## src/rtl/conv8_pkg.sv

```systemverilog
// Package conv8_pkg
// Shared defaults and the run-state type for the convolution engine.
// Assumes: unsigned samples; all modules take widths as parameters.
package conv8_pkg;
    localparam int DEF_SAMPLE_W = 8;
    localparam int DEF_TAPS     = 8;
    localparam int DEF_RESULT_W = 32;

    typedef enum logic {
        SEQ_IDLE = 1'b0,
        SEQ_RUN  = 1'b1
    } seq_state_t;
endpackage

```

## src/rtl/conv8_operand_bank.sv

```systemverilog
// Module conv8_operand_bank
// Holds the two operand sequences and the fill position that loads them.
// Assumes: the caller masks wr_en during a run; rewind has priority over wr_en.
module conv8_operand_bank #(
    parameter int SAMPLE_W = 8,
    parameter int TAPS     = 8,
    localparam int WORD_W  = 2 * SAMPLE_W,
    localparam int PTR_W   = $clog2(TAPS + 1)
) (
    input  logic                           clk,
    input  logic                           rst_n,
    input  logic                           wr_en,
    input  logic                           rewind,
    input  logic [WORD_W-1:0]              word,
    output logic [TAPS-1:0][SAMPLE_W-1:0]  x_vec,
    output logic [TAPS-1:0][SAMPLE_W-1:0]  y_vec
);
    logic [PTR_W-1:0] fill_q;
    logic             room;

    assign room = (fill_q < PTR_W'(TAPS));

    // Fill position: rewinds on start, advances on each stored pair, stops at TAPS.
    always_ff @(posedge clk) begin
        if (!rst_n) begin
            fill_q <= '0;
        end else if (rewind) begin
            fill_q <= '0;
        end else if (wr_en && room) begin
            fill_q <= fill_q + 1'b1;
        end
    end

    genvar e;
    generate
        for (e = 0; e < TAPS; e++) begin : g_elem
            // Element e captures its byte pair when the fill position points at it.
            always_ff @(posedge clk) begin
                if (!rst_n) begin
                    x_vec[e] <= '0;
                    y_vec[e] <= '0;
                end else if (!rewind && wr_en && (fill_q == PTR_W'(e))) begin
                    x_vec[e] <= word[SAMPLE_W-1:0];
                    y_vec[e] <= word[WORD_W-1:SAMPLE_W];
                end
            end
        end
    endgenerate

    // fill position never passes the number of taps
    a_r2_fill_bound: assert property (@(posedge clk) disable iff (!rst_n)
        fill_q <= PTR_W'(TAPS));

    // a full bank ignores further strobes
    a_r2_full_holds: assert property (@(posedge clk) disable iff (!rst_n)
        (!room && !rewind) |=> ($stable(x_vec) && $stable(y_vec)));
endmodule

```

## src/rtl/conv8_sum_of_products.sv

```systemverilog
// Module conv8_sum_of_products
// Combinational output k of the full convolution of reversed X with Y.
// Assumes: k in 0 .. 2*TAPS-2; other k values give gated (possibly zero) terms.
module conv8_sum_of_products #(
    parameter int SAMPLE_W = 8,
    parameter int TAPS     = 8,
    parameter int IDX_W    = 4,
    parameter int RESULT_W = 32,
    localparam int PROD_W  = 2 * SAMPLE_W,
    localparam int SEL_W   = (TAPS > 1) ? $clog2(TAPS) : 1
) (
    input  logic [TAPS-1:0][SAMPLE_W-1:0] x_vec,
    input  logic [TAPS-1:0][SAMPLE_W-1:0] y_vec,
    input  logic [IDX_W-1:0]              k,
    output logic [RESULT_W-1:0]           sum
);
    logic [TAPS-1:0][PROD_W-1:0] term;

    genvar j;
    generate
        for (j = 0; j < TAPS; j++) begin : g_term
            int         x_pos;
            logic       in_range;
            logic [SEL_W-1:0] x_sel;

            // Tap j: pick reversed X element, zero the product outside the overlap.
            always_comb begin
                x_pos    = (TAPS - 1) + j - int'(k);
                in_range = (x_pos >= 0) && (x_pos <= TAPS - 1);
                x_sel    = SEL_W'(x_pos);
                term[j]  = in_range ? (PROD_W'(x_vec[x_sel]) * PROD_W'(y_vec[j])) : '0;
            end
        end
    endgenerate

    // Adder tree flattened into a loop: sums all gated products.
    always_comb begin
        sum = '0;
        for (int t = 0; t < TAPS; t++) begin
            sum = sum + RESULT_W'(term[t]);
        end
    end
endmodule

```

## src/rtl/conv8_sequencer.sv

```systemverilog
// Module conv8_sequencer
// Runs the output index through one pass and registers each result.
// Assumes: sum_in reflects sel_idx combinationally within the same cycle.
module conv8_sequencer
    import conv8_pkg::*;
#(
    parameter int IDX_W    = 4,
    parameter int RESULT_W = 32,
    parameter int LAST     = 14
) (
    input  logic                clk,
    input  logic                rst_n,
    input  logic                start,
    input  logic [RESULT_W-1:0] sum_in,
    output logic [IDX_W-1:0]    sel_idx,
    output logic                accept,
    output logic                busy,
    output logic [RESULT_W-1:0] result_q
);
    seq_state_t       state_q;
    logic [IDX_W-1:0] idx_q;
    logic             at_last;

    assign busy    = (state_q == SEQ_RUN);
    assign accept  = start && !busy;
    assign at_last = (idx_q == IDX_W'(LAST));
    // Next output to register: first on start, following one while running.
    assign sel_idx = busy ? (idx_q + 1'b1) : '0;

    // Run control and output register: one result per cycle, cleared when idle.
    always_ff @(posedge clk) begin
        if (!rst_n) begin
            state_q  <= SEQ_IDLE;
            idx_q    <= '0;
            result_q <= '0;
        end else begin
            case (state_q)
                SEQ_IDLE: begin
                    if (start) begin
                        state_q  <= SEQ_RUN;
                        idx_q    <= '0;
                        result_q <= sum_in;
                    end
                end
                default: begin
                    if (at_last) begin
                        state_q  <= SEQ_IDLE;
                        idx_q    <= '0;
                        result_q <= '0;
                    end else begin
                        idx_q    <= idx_q + 1'b1;
                        result_q <= sum_in;
                    end
                end
            endcase
        end
    end

    // an idle start opens a run at output 0
    a_r3_enter: assert property (@(posedge clk) disable iff (!rst_n)
        (start && !busy) |=> (busy && idx_q == '0));

    // the run closes right after the last output
    a_r3_exit: assert property (@(posedge clk) disable iff (!rst_n)
        (busy && at_last) |=> !busy);

    // a running pass steps by one whatever start does
    a_r6_no_restart: assert property (@(posedge clk) disable iff (!rst_n)
        (busy && !at_last) |=> (busy && idx_q == IDX_W'($past(idx_q) + 1'b1)));

    // output register reads zero outside a run
    a_r8_idle_zero: assert property (@(posedge clk) disable iff (!rst_n)
        !busy |-> (result_q == '0));
endmodule

```

## src/rtl/conv8_engine.sv

```systemverilog
// Module conv8_engine
// Top of the serial-load convolution engine: operand bank, product sum, sequencer.
// Assumes: unsigned samples; operands are only written while no run is active.
module conv8_engine
    import conv8_pkg::*;
#(
    parameter int SAMPLE_W = DEF_SAMPLE_W,
    parameter int TAPS     = DEF_TAPS,
    parameter int RESULT_W = DEF_RESULT_W,
    localparam int WORD_W  = 2 * SAMPLE_W,
    localparam int OUT_LEN = 2 * TAPS - 1,
    localparam int IDX_W   = $clog2(OUT_LEN + 1),
    localparam int SUM_W   = 2 * SAMPLE_W + $clog2(TAPS)
) (
    input  logic                clk,
    input  logic                rst_n,
    input  logic                load_strobe,
    input  logic [WORD_W-1:0]   load_word,
    input  logic                start,
    output logic                busy,
    output logic                result_valid,
    output logic [RESULT_W-1:0] result_out
);
    logic [TAPS-1:0][SAMPLE_W-1:0] x_vec;
    logic [TAPS-1:0][SAMPLE_W-1:0] y_vec;
    logic [IDX_W-1:0]              sel_idx;
    logic [RESULT_W-1:0]           sum;
    logic                          accept;
    logic                          wr_en;

    // Loads are accepted only between runs.
    assign wr_en        = load_strobe && !busy;
    assign result_valid = busy;

    conv8_operand_bank #(
        .SAMPLE_W (SAMPLE_W),
        .TAPS     (TAPS)
    ) u_bank (
        .clk    (clk),
        .rst_n  (rst_n),
        .wr_en  (wr_en),
        .rewind (accept),
        .word   (load_word),
        .x_vec  (x_vec),
        .y_vec  (y_vec)
    );

    conv8_sum_of_products #(
        .SAMPLE_W (SAMPLE_W),
        .TAPS     (TAPS),
        .IDX_W    (IDX_W),
        .RESULT_W (RESULT_W)
    ) u_sop (
        .x_vec (x_vec),
        .y_vec (y_vec),
        .k     (sel_idx),
        .sum   (sum)
    );

    conv8_sequencer #(
        .IDX_W    (IDX_W),
        .RESULT_W (RESULT_W),
        .LAST     (OUT_LEN - 1)
    ) u_seq (
        .clk      (clk),
        .rst_n    (rst_n),
        .start    (start),
        .sum_in   (sum),
        .sel_idx  (sel_idx),
        .accept   (accept),
        .busy     (busy),
        .result_q (result_out)
    );

    // operands hold during a run even under load strobes
    a_r7_hold_while_busy: assert property (@(posedge clk) disable iff (!rst_n)
        (busy && load_strobe) |=> ($stable(x_vec) && $stable(y_vec)));

    // no bits above the widest possible sum
    a_r5_no_overflow: assert property (@(posedge clk) disable iff (!rst_n)
        (result_out >> SUM_W) == '0);

    // a strobe between runs changes at most one element pair
    a_r1_single_write: assert property (@(posedge clk) disable iff (!rst_n)
        (!busy && !start) |=> ($countones(x_vec ^ $past(x_vec)) <= SAMPLE_W));
endmodule

```

## config.mk

```make
export PLATFORM = sky130hd
export DESIGN_NAME = conv8_engine
export DESIGN_NICKNAME = d
export VERILOG_FILES = /design/src/rtl/conv8_pkg.sv /design/src/rtl/conv8_operand_bank.sv /design/src/rtl/conv8_sum_of_products.sv /design/src/rtl/conv8_sequencer.sv /design/src/rtl/conv8_engine.sv
export SDC_FILE = /design/constraint.sdc
export NUM_CORES = 2
export LEC_CHECK = 0
export BUFFER_PORTS_ARGS = -buffer_cell sky130_fd_sc_hd__buf_4
export CORE_MARGIN = 2
export CORE_UTILIZATION = 59
export CTS_BUF_LIST = sky130_fd_sc_hd__clkbuf_4
export DETAILED_ROUTE_END_ITERATION = 8
export PLACE_DENSITY = 0.76
export SYNTH_ARGS = -nofsm -noshare
export SYNTH_HDL_FRONTEND = slang
export SYNTH_SLANG_ARGS = --single-unit
export TNS_END_PERCENT = 5
```

## constraint.sdc

```tcl
create_clock -name clk -period 17.64 [get_ports clk]
set_input_delay 2.646 -clock clk [delete_from_list [all_inputs] [get_ports clk]]
set_output_delay 2.646 -clock clk [all_outputs]
set_load 0.005 [all_outputs]
```

After elaboration in Yosys (flattened, before gate mapping)
Index checks and enable logic that the tools add are counted.
Storage, ports and cells
  flip-flop bits (word level): 169
  latch bits: 0
  memory bits (writable): 0
  memory bits (read-only): 0
  bits of input ports: 20
  memories kept: 0
Cells by class
  $add $sub $neg: 17
  $mul: 8
  div/mod/pow operators: 0
  $lt $le $gt $ge: 25
  eq/ne operators: 8
  shift operators: 0
  multiplexer cells: 34
  bitwise gates (word level): 1
  reductions and logical operators: 25
Operator list (number)
  greater-or-equal comparator 32 x 1 -> 1 bit, second input constant: 8
  <= comparator 32 x 4 -> 1 bit, second input constant: 8
  adder 32 x 16 -> 32 bit: 6
  binary-select mux 8 bit (select 3 bit): 8
  multiplier 8 x 8 -> 16 bit: 8
  2-to-1 mux 16 bit: 8
  2-to-1 mux 32 bit: 3
  2-to-1 mux 8 bit: 8
  subtractor 4 x 4 -> 5 bit, first input constant: 7
  less-than comparator 3 x 4 -> 1 bit, second input constant: 8
  logical AND 1 bit: 20
  adder 16 x 16 -> 17 bit: 1
  == test 4 x 3 -> 1 bit, second input constant: 4
  2-to-1 mux 4 bit: 4
  adder 4 x 1 -> 4 bit, second input constant: 2
  == test 4 x 2 -> 1 bit, second input constant: 2
  subtractor 3 x 4 -> 5 bit, first input constant: 1
  == test 4 x 1 -> 1 bit, second input constant: 1
  == test 4 bit, second input constant: 1
  logical NOT 4 bit: 1
  less-than comparator 4 bit, second input constant: 1
  2-to-1 mux 1 bit: 3
  logical NOT 1 bit: 2
  nonzero test 2 bit: 1
  other kinds (2): 2

Depth between registers and ports, before layout
  depth after elaboration: 16
  gate-level depth with buffers: 49

By module
A second synthesis with hierarchy kept.
Unflattened totals
  cells, all modules: 3159
  area total of the unflattened synthesis: 29384.4 µm²
By module, submodules not included
  conv8_sum_of_products: instances 1, cells each 2587, area an instance 23149.7 µm², seq. area each 0.0 µm²
  conv8_operand_bank: instances 1, cells each 461, area an instance 4927.2 µm², seq. area each 2642.5 µm²
  conv8_sequencer: instances 1, cells each 109, area an instance 1286.2 µm², seq. area each 740.7 µm²
  conv8_engine: instances 1, cells each 2, area an instance 21.3 µm², seq. area each 0.0 µm²

Worst setup path before layout
No wires, ideal clock.
  kind: flip-flop to flip-flop
  from: register u_seq.idx_q[0]
  to: register u_seq.result_q[18]
  arrival time: 11.710 ns
  data required time: 17.518 ns
  path slack: 5.808 ns
  cell stages (with the launch flop): 46
  period minus slack after synthesis: 11.832 ns
  path through: dfxtp_1 -> clkbuf_1 -> inv_1 -> ha_1 -> nand2b_1 -> buf_2 -> buf_4 -> buf_4 -> ha_1 -> buf_1 -> buf_1 -> mux4_2 -> nand2b_1 -> fa_1 -> fa_1 -> inv_1 -> fa_1 -> inv_1 -> [10 not listed] -> a21o_1 -> a221oi_1 -> xnor2_1 -> fa_1 -> inv_1 -> fa_1 -> inv_1 -> fa_1 -> inv_1 -> fa_1 -> inv_1 -> ha_1 -> a21oi_1 -> o21ai_0 -> a2111oi_0 -> nor3_1 -> a211o_1 -> a221o_1
On the way
  cells in the longest elaborated chain, start to end: 16
  elaborated cells on any way between the ends: 77
  classes of those cells: add/sub: 16; mul: 8; order compare: 16; eq/ne: 1; mux: 28; reduce/logical: 8
Ends and longest elaborated chain
  from (decl): RTL line conv8_sequencer.sv:21  | logic [IDX_W-1:0] idx_q;
  from (signal assigned): RTL line conv8_sequencer.sv:51  | idx_q <= idx_q + 1'b1;
  adder 4 x 1 -> 4 bit: RTL line conv8_sequencer.sv:28  | assign sel_idx = busy ? (idx_q + 1'b1) : '0;
  2-to-1 mux 4 bit: RTL line conv8_sequencer.sv:28
  subtractor 3 x 4 -> 5 bit / subtractor 4 x 4 -> 5 bit (equally long branches): RTL line conv8_sum_of_products.sv:28  | x_pos = (TAPS - 1) + j - int'(k);
  binary-select mux 8 bit (select 3 bit): RTL line conv8_sum_of_products.sv:31  | term[j] = in_range ? (PROD_W'(x_vec[x_sel]) * PROD_W'(y_vec[j])) : '0;
  2-to-1 mux 8 bit (implied by the code): RTL line conv8_sum_of_products.sv:31
  multiplier 8 x 8 -> 16 bit: RTL line conv8_sum_of_products.sv:31
  2-to-1 mux 16 bit: RTL line conv8_sum_of_products.sv:31
  adder 16 x 16 -> 17 bit: RTL line conv8_sum_of_products.sv:40  | sum = sum + RESULT_W'(term[t]);
  adder 32 x 16 -> 32 bit (6 in a row): RTL line conv8_sum_of_products.sv:40
  2-to-1 mux 32 bit, on equally long branches: RTL line conv8_sequencer.sv:39, conv8_sequencer.sv:46
  2-to-1 mux 32 bit (*): RTL line conv8_sequencer.sv:37  | case (state_q)
  to (signal assigned): RTL line conv8_sequencer.sv:42  | result_q <= sum_in;
  to (signal assigned): RTL line conv8_sequencer.sv:52  | result_q <= sum_in;
  to (decl): RTL line conv8_sequencer.sv:18  | output logic [RESULT_W-1:0] result_q
Every way passes the cells marked *; elsewhere a longest branch is shown, timed or not. The select of a mux whose other input is x is not followed.
A chain may end at the register's enable or synchronous reset.

Final worst setup path
Ends and elaborated chain as after synthesis.

==> key figures <==
Run status
  • Status: complete, no violations

Worst setup path
  • Max Fanout on Critical Path: 36
  • CP max stage cell: buf_4
  • Max incr delay on CP: around 0.6 ns
  • CP Launch Type: flop
  • Crit path buf inv count: 10
  • Crit. Startpoint: u_seq.idx_q[0]$_SDFFE_PN0P_
  • CP endpoint kind: flop
  • Critical path arrival: 13.37 ns
  • Required @ worst endpoint: ~18 ns
  • Critical path class: reg2reg
  • Family with the most delay on the worst path: adder cells
  • Reg-to-reg critical path startpoint: u_seq.idx_q[0]$_SDFFE_PN0P_

Floorplanning
  • DIE AREA: approximately 53000 um2
  • Die Height: between 200 and 250 um
  • Overall die width: ~230 um
  • Core ar.: roughly 50000 um2
  • Starting Density: 0.598
  • IO Count: 54
  • Core Rows: 82

Routing
  • Routed WL: between 80000 and 90000 um
  • DRT iter0 DRCs: around 1900
  • Routed Antenna Nets: 0
  • Wirelength per Cell: between 15 and 20 um
  • Routed vias: between 20000 and 25000
  • Detailed Routing Iterations Pass 1: 6
  • Via density: ~5.8
  • Post-route DRC: 0

CTS
  • # H-tree levels: 4
  • TritonCTS clock tree: yes
  • Clk_lat worst skew: around 0.73 ns
  • Clock Tree Buf Depth: 2
  • CTS buffer count: 17
  • Post-CTS setup buffer count: 0
  • Clock transition at path regs: 0.16 ns
  • Hold_buf cts: 0
  • Clock Sinks: approximately 160
  • Clock root buffer: clkbuf_4
  • Post-CTS Resized: 0

Final layout
  • Cell area after layout: around 31000 um2
  • Fin util: 0.614
  • Fillers: approximately 4500
  • Count of nets after finishing: around 4100
  • Area taken by multi-input logic gates: between 20000 and 25000 um2
  • Most common cell after layout, fill and taps aside: nand2_1
  • Ratio of cells with drive above 1 in the final layout: 0.0452
  • Syn-to-layout area delta: 2.81%
  • Most frequent cells in the layout: nand2_1 (551), inv_1 (524), fa_1 (367)
  • Register cell area after layout: around 3100 um2

Run
  • Max-Cap Viols: 0

Pwr
  • VDD IR-drop max: between 40 and 50 uV
  • Leak: around 15 nW
  • Tot Pwr: 0.701 mW
  • Switching power: between 0.2 and 0.25 mW
  • Combinational share of power: 0.134
  • Reg power frac: 0.519
  • Sw Share: 0.326
  • Cell-internal power: approximately 0.47 mW
  • Pwr/cell area: 22.8 nW/um2
  • Clock share of power: 0.347

Logic synthesis
  • Top-area cell type share of the netlist area: 0.246
  • Netlist cell types: 79
  • Post-synth EDFFs: 0
  • Yosys top cell by area: fa_1
  • Synth area leaders: fa_1 (25%), ha_1 (14%), dfxtp_1 (11%)
  • Async SR Flop Fraction: 0
  • Mapped Area: between 20000 and 30000 um2
  • Top_reg_cell synth: dfxtp_1
  • Flops & latches, synth: around 160
  • Ys Warns: 0
  • Syn avg cell area: about 8.6 um2
  • Syn Inst Count: 3468
  • Sequential fraction of the synthesis area: 0.105

STA
  • Final Hold Viols: 0
  • Worst Clk Skew: roughly 0.062 ns
  • Slew HR: 0.148
  • Setup TNS: 0 ns
  • Peak Freq: 78.2 MHz
  • Min cycle time layout: ~13 ns
  • Max Slew Vio Count: 0
  • Final setup viols: 0
  • Hold WS: 0.470 ns
  • Worst slew pin tran: roughly 1.3 ns
  • Unrepaired setup endpoints after global routing: no
  • Final critical-path share of the clock period: 0.725

Min path
  • Min-Delay Path Class: reg2reg
  • Hold Startpoint: u_seq.result_q[3]$_SDFFE_PN0P_

Placed design
  • DP HPWL: around 65000 um
  • Post-DP Area: between 30000 and 40000 um2
  • Gpl congestion: approximately 0.97
  • PortBufs: 41

Global route
  • Initial antenna violation count: 4
  • Global route total overflow: 0
  • Largest net degree at the start of global routing: 102
  • Global-route wire length before repair: between 100000 and 150000 um
  • Vias in the first global route: roughly 24000
  • Global Route Usage Sum: 0.314
tightest hold or removal path: cells and delay by family, from the launching register on:
family	cells	cell delay, ns
DFF	1	0.35
AOI/OAI and AO/OA	1	0.05
and+or+nand+nor	1	0.04
layer usage:
metal | GRT usage | vias up | share of wire
met5 | 0 | - | 0.00022
met4 | 0.110 | 2 | 0.035
met3 | 0.0507 | 135 | 0.068
met2 | 0.514 | 715 | 0.46
met1 | 0.422 | 11700 | 0.44
li1 | - | 11100 | -
power groups by stage:
| stage | clock (mW) | sequential (mW) | combinational, mW |
|---|---|---|---|
| 2_1_floorplan | 0 | 0.368 | 0.0734 |
| 5_1_grt | 0.258 | 0.364 | 0.0983 |
| 6_report | 0.243 | 0.364 | 0.0938 |
| 3_3_place_gp | 0 | 0.371 | 0.0912 |
| 4_1_cts | 0.246 | 0.364 | 0.0923 |
| 3_5_place_dp | 0 | 0.371 | 0.0921 |
synth_stat cells (all sizes together) (5+ instances only):
cell type	number
a211o	8
a211oi	11
buf	79
nand3b	7
a31oi	12
dfxtp	157
o211ai	14
a2111oi	5
nor2b	244
fa	367
nand2	554
and2	72
xnor2	63
a21o	41
a21oi	78
nor2	95
or2	6
and3	11
o21a	14
nand3	29
ha	336
nand4	6
xor2	50
a21boi	128
mux2	20
nor3	29
clkbuf	53
nand2b	87
o21ai	69
inv	524
mux2i	174
a41oi	7
o21bai	20
mux4	40
sequential cells by signal (all words and copies together) (netlist names):
name            count
u_bank.y_vec       64
u_seq.busy          1
u_bank.x_vec       64
u_bank.fill_q       4
u_seq.result_q     20
u_seq.idx_q         4
layout make-up:
cell class | instances | area share
Antenna cell | 3 | 0.000244
Clock buffer | 20 | 0.00488
Clock inverter | 12 | 0.00415
Inverter | 527 | 0.0645
Multi-Input combinational cell | 2663 | 0.785
Sequential cell | 157 | 0.102
Tap cell | 672 | 0.0273
Timing Repair Buffer | 49 | 0.0120
cell families after synthesis:
logic type,synth area share
adders and majority gates,0.386
AOI/OAI and AO/OA,0.101
and+or+nand+nor,0.188
buffers and inverters,0.0902
other,0.000125
DFF,0.105
xor gates and xnor gates,0.0340
muxes,0.0965
through the flow:
step | setup WS, ns | cells
after floorplan | 5.81 | 3479
after global placement | 5.09 | 4068
after detailed placement | 5.03 | 4068
after CTS | 4.95 | 4100
after global routing | 4.09 | 4102
final | 4.85 | 4103
final timing paths:
| check | endpoint | slack (ns) | cells after the start |
|---|---|---|---|
| worst max register to register | u_seq.result_q[18]$_SDFFE_PN0P_ | 4.85 | 42 |
| worst max-delay path | u_seq.result_q[18]$_SDFFE_PN0P_ | 4.85 | 42 |
| worst min register to register | u_seq.result_q[3]$_SDFFE_PN0P_ | 0.47 | 2 |
| worst min-delay path | u_seq.result_q[3]$_SDFFE_PN0P_ | 0.47 | 2 |
Note: power is estimated with default switching activity, not from simulation.
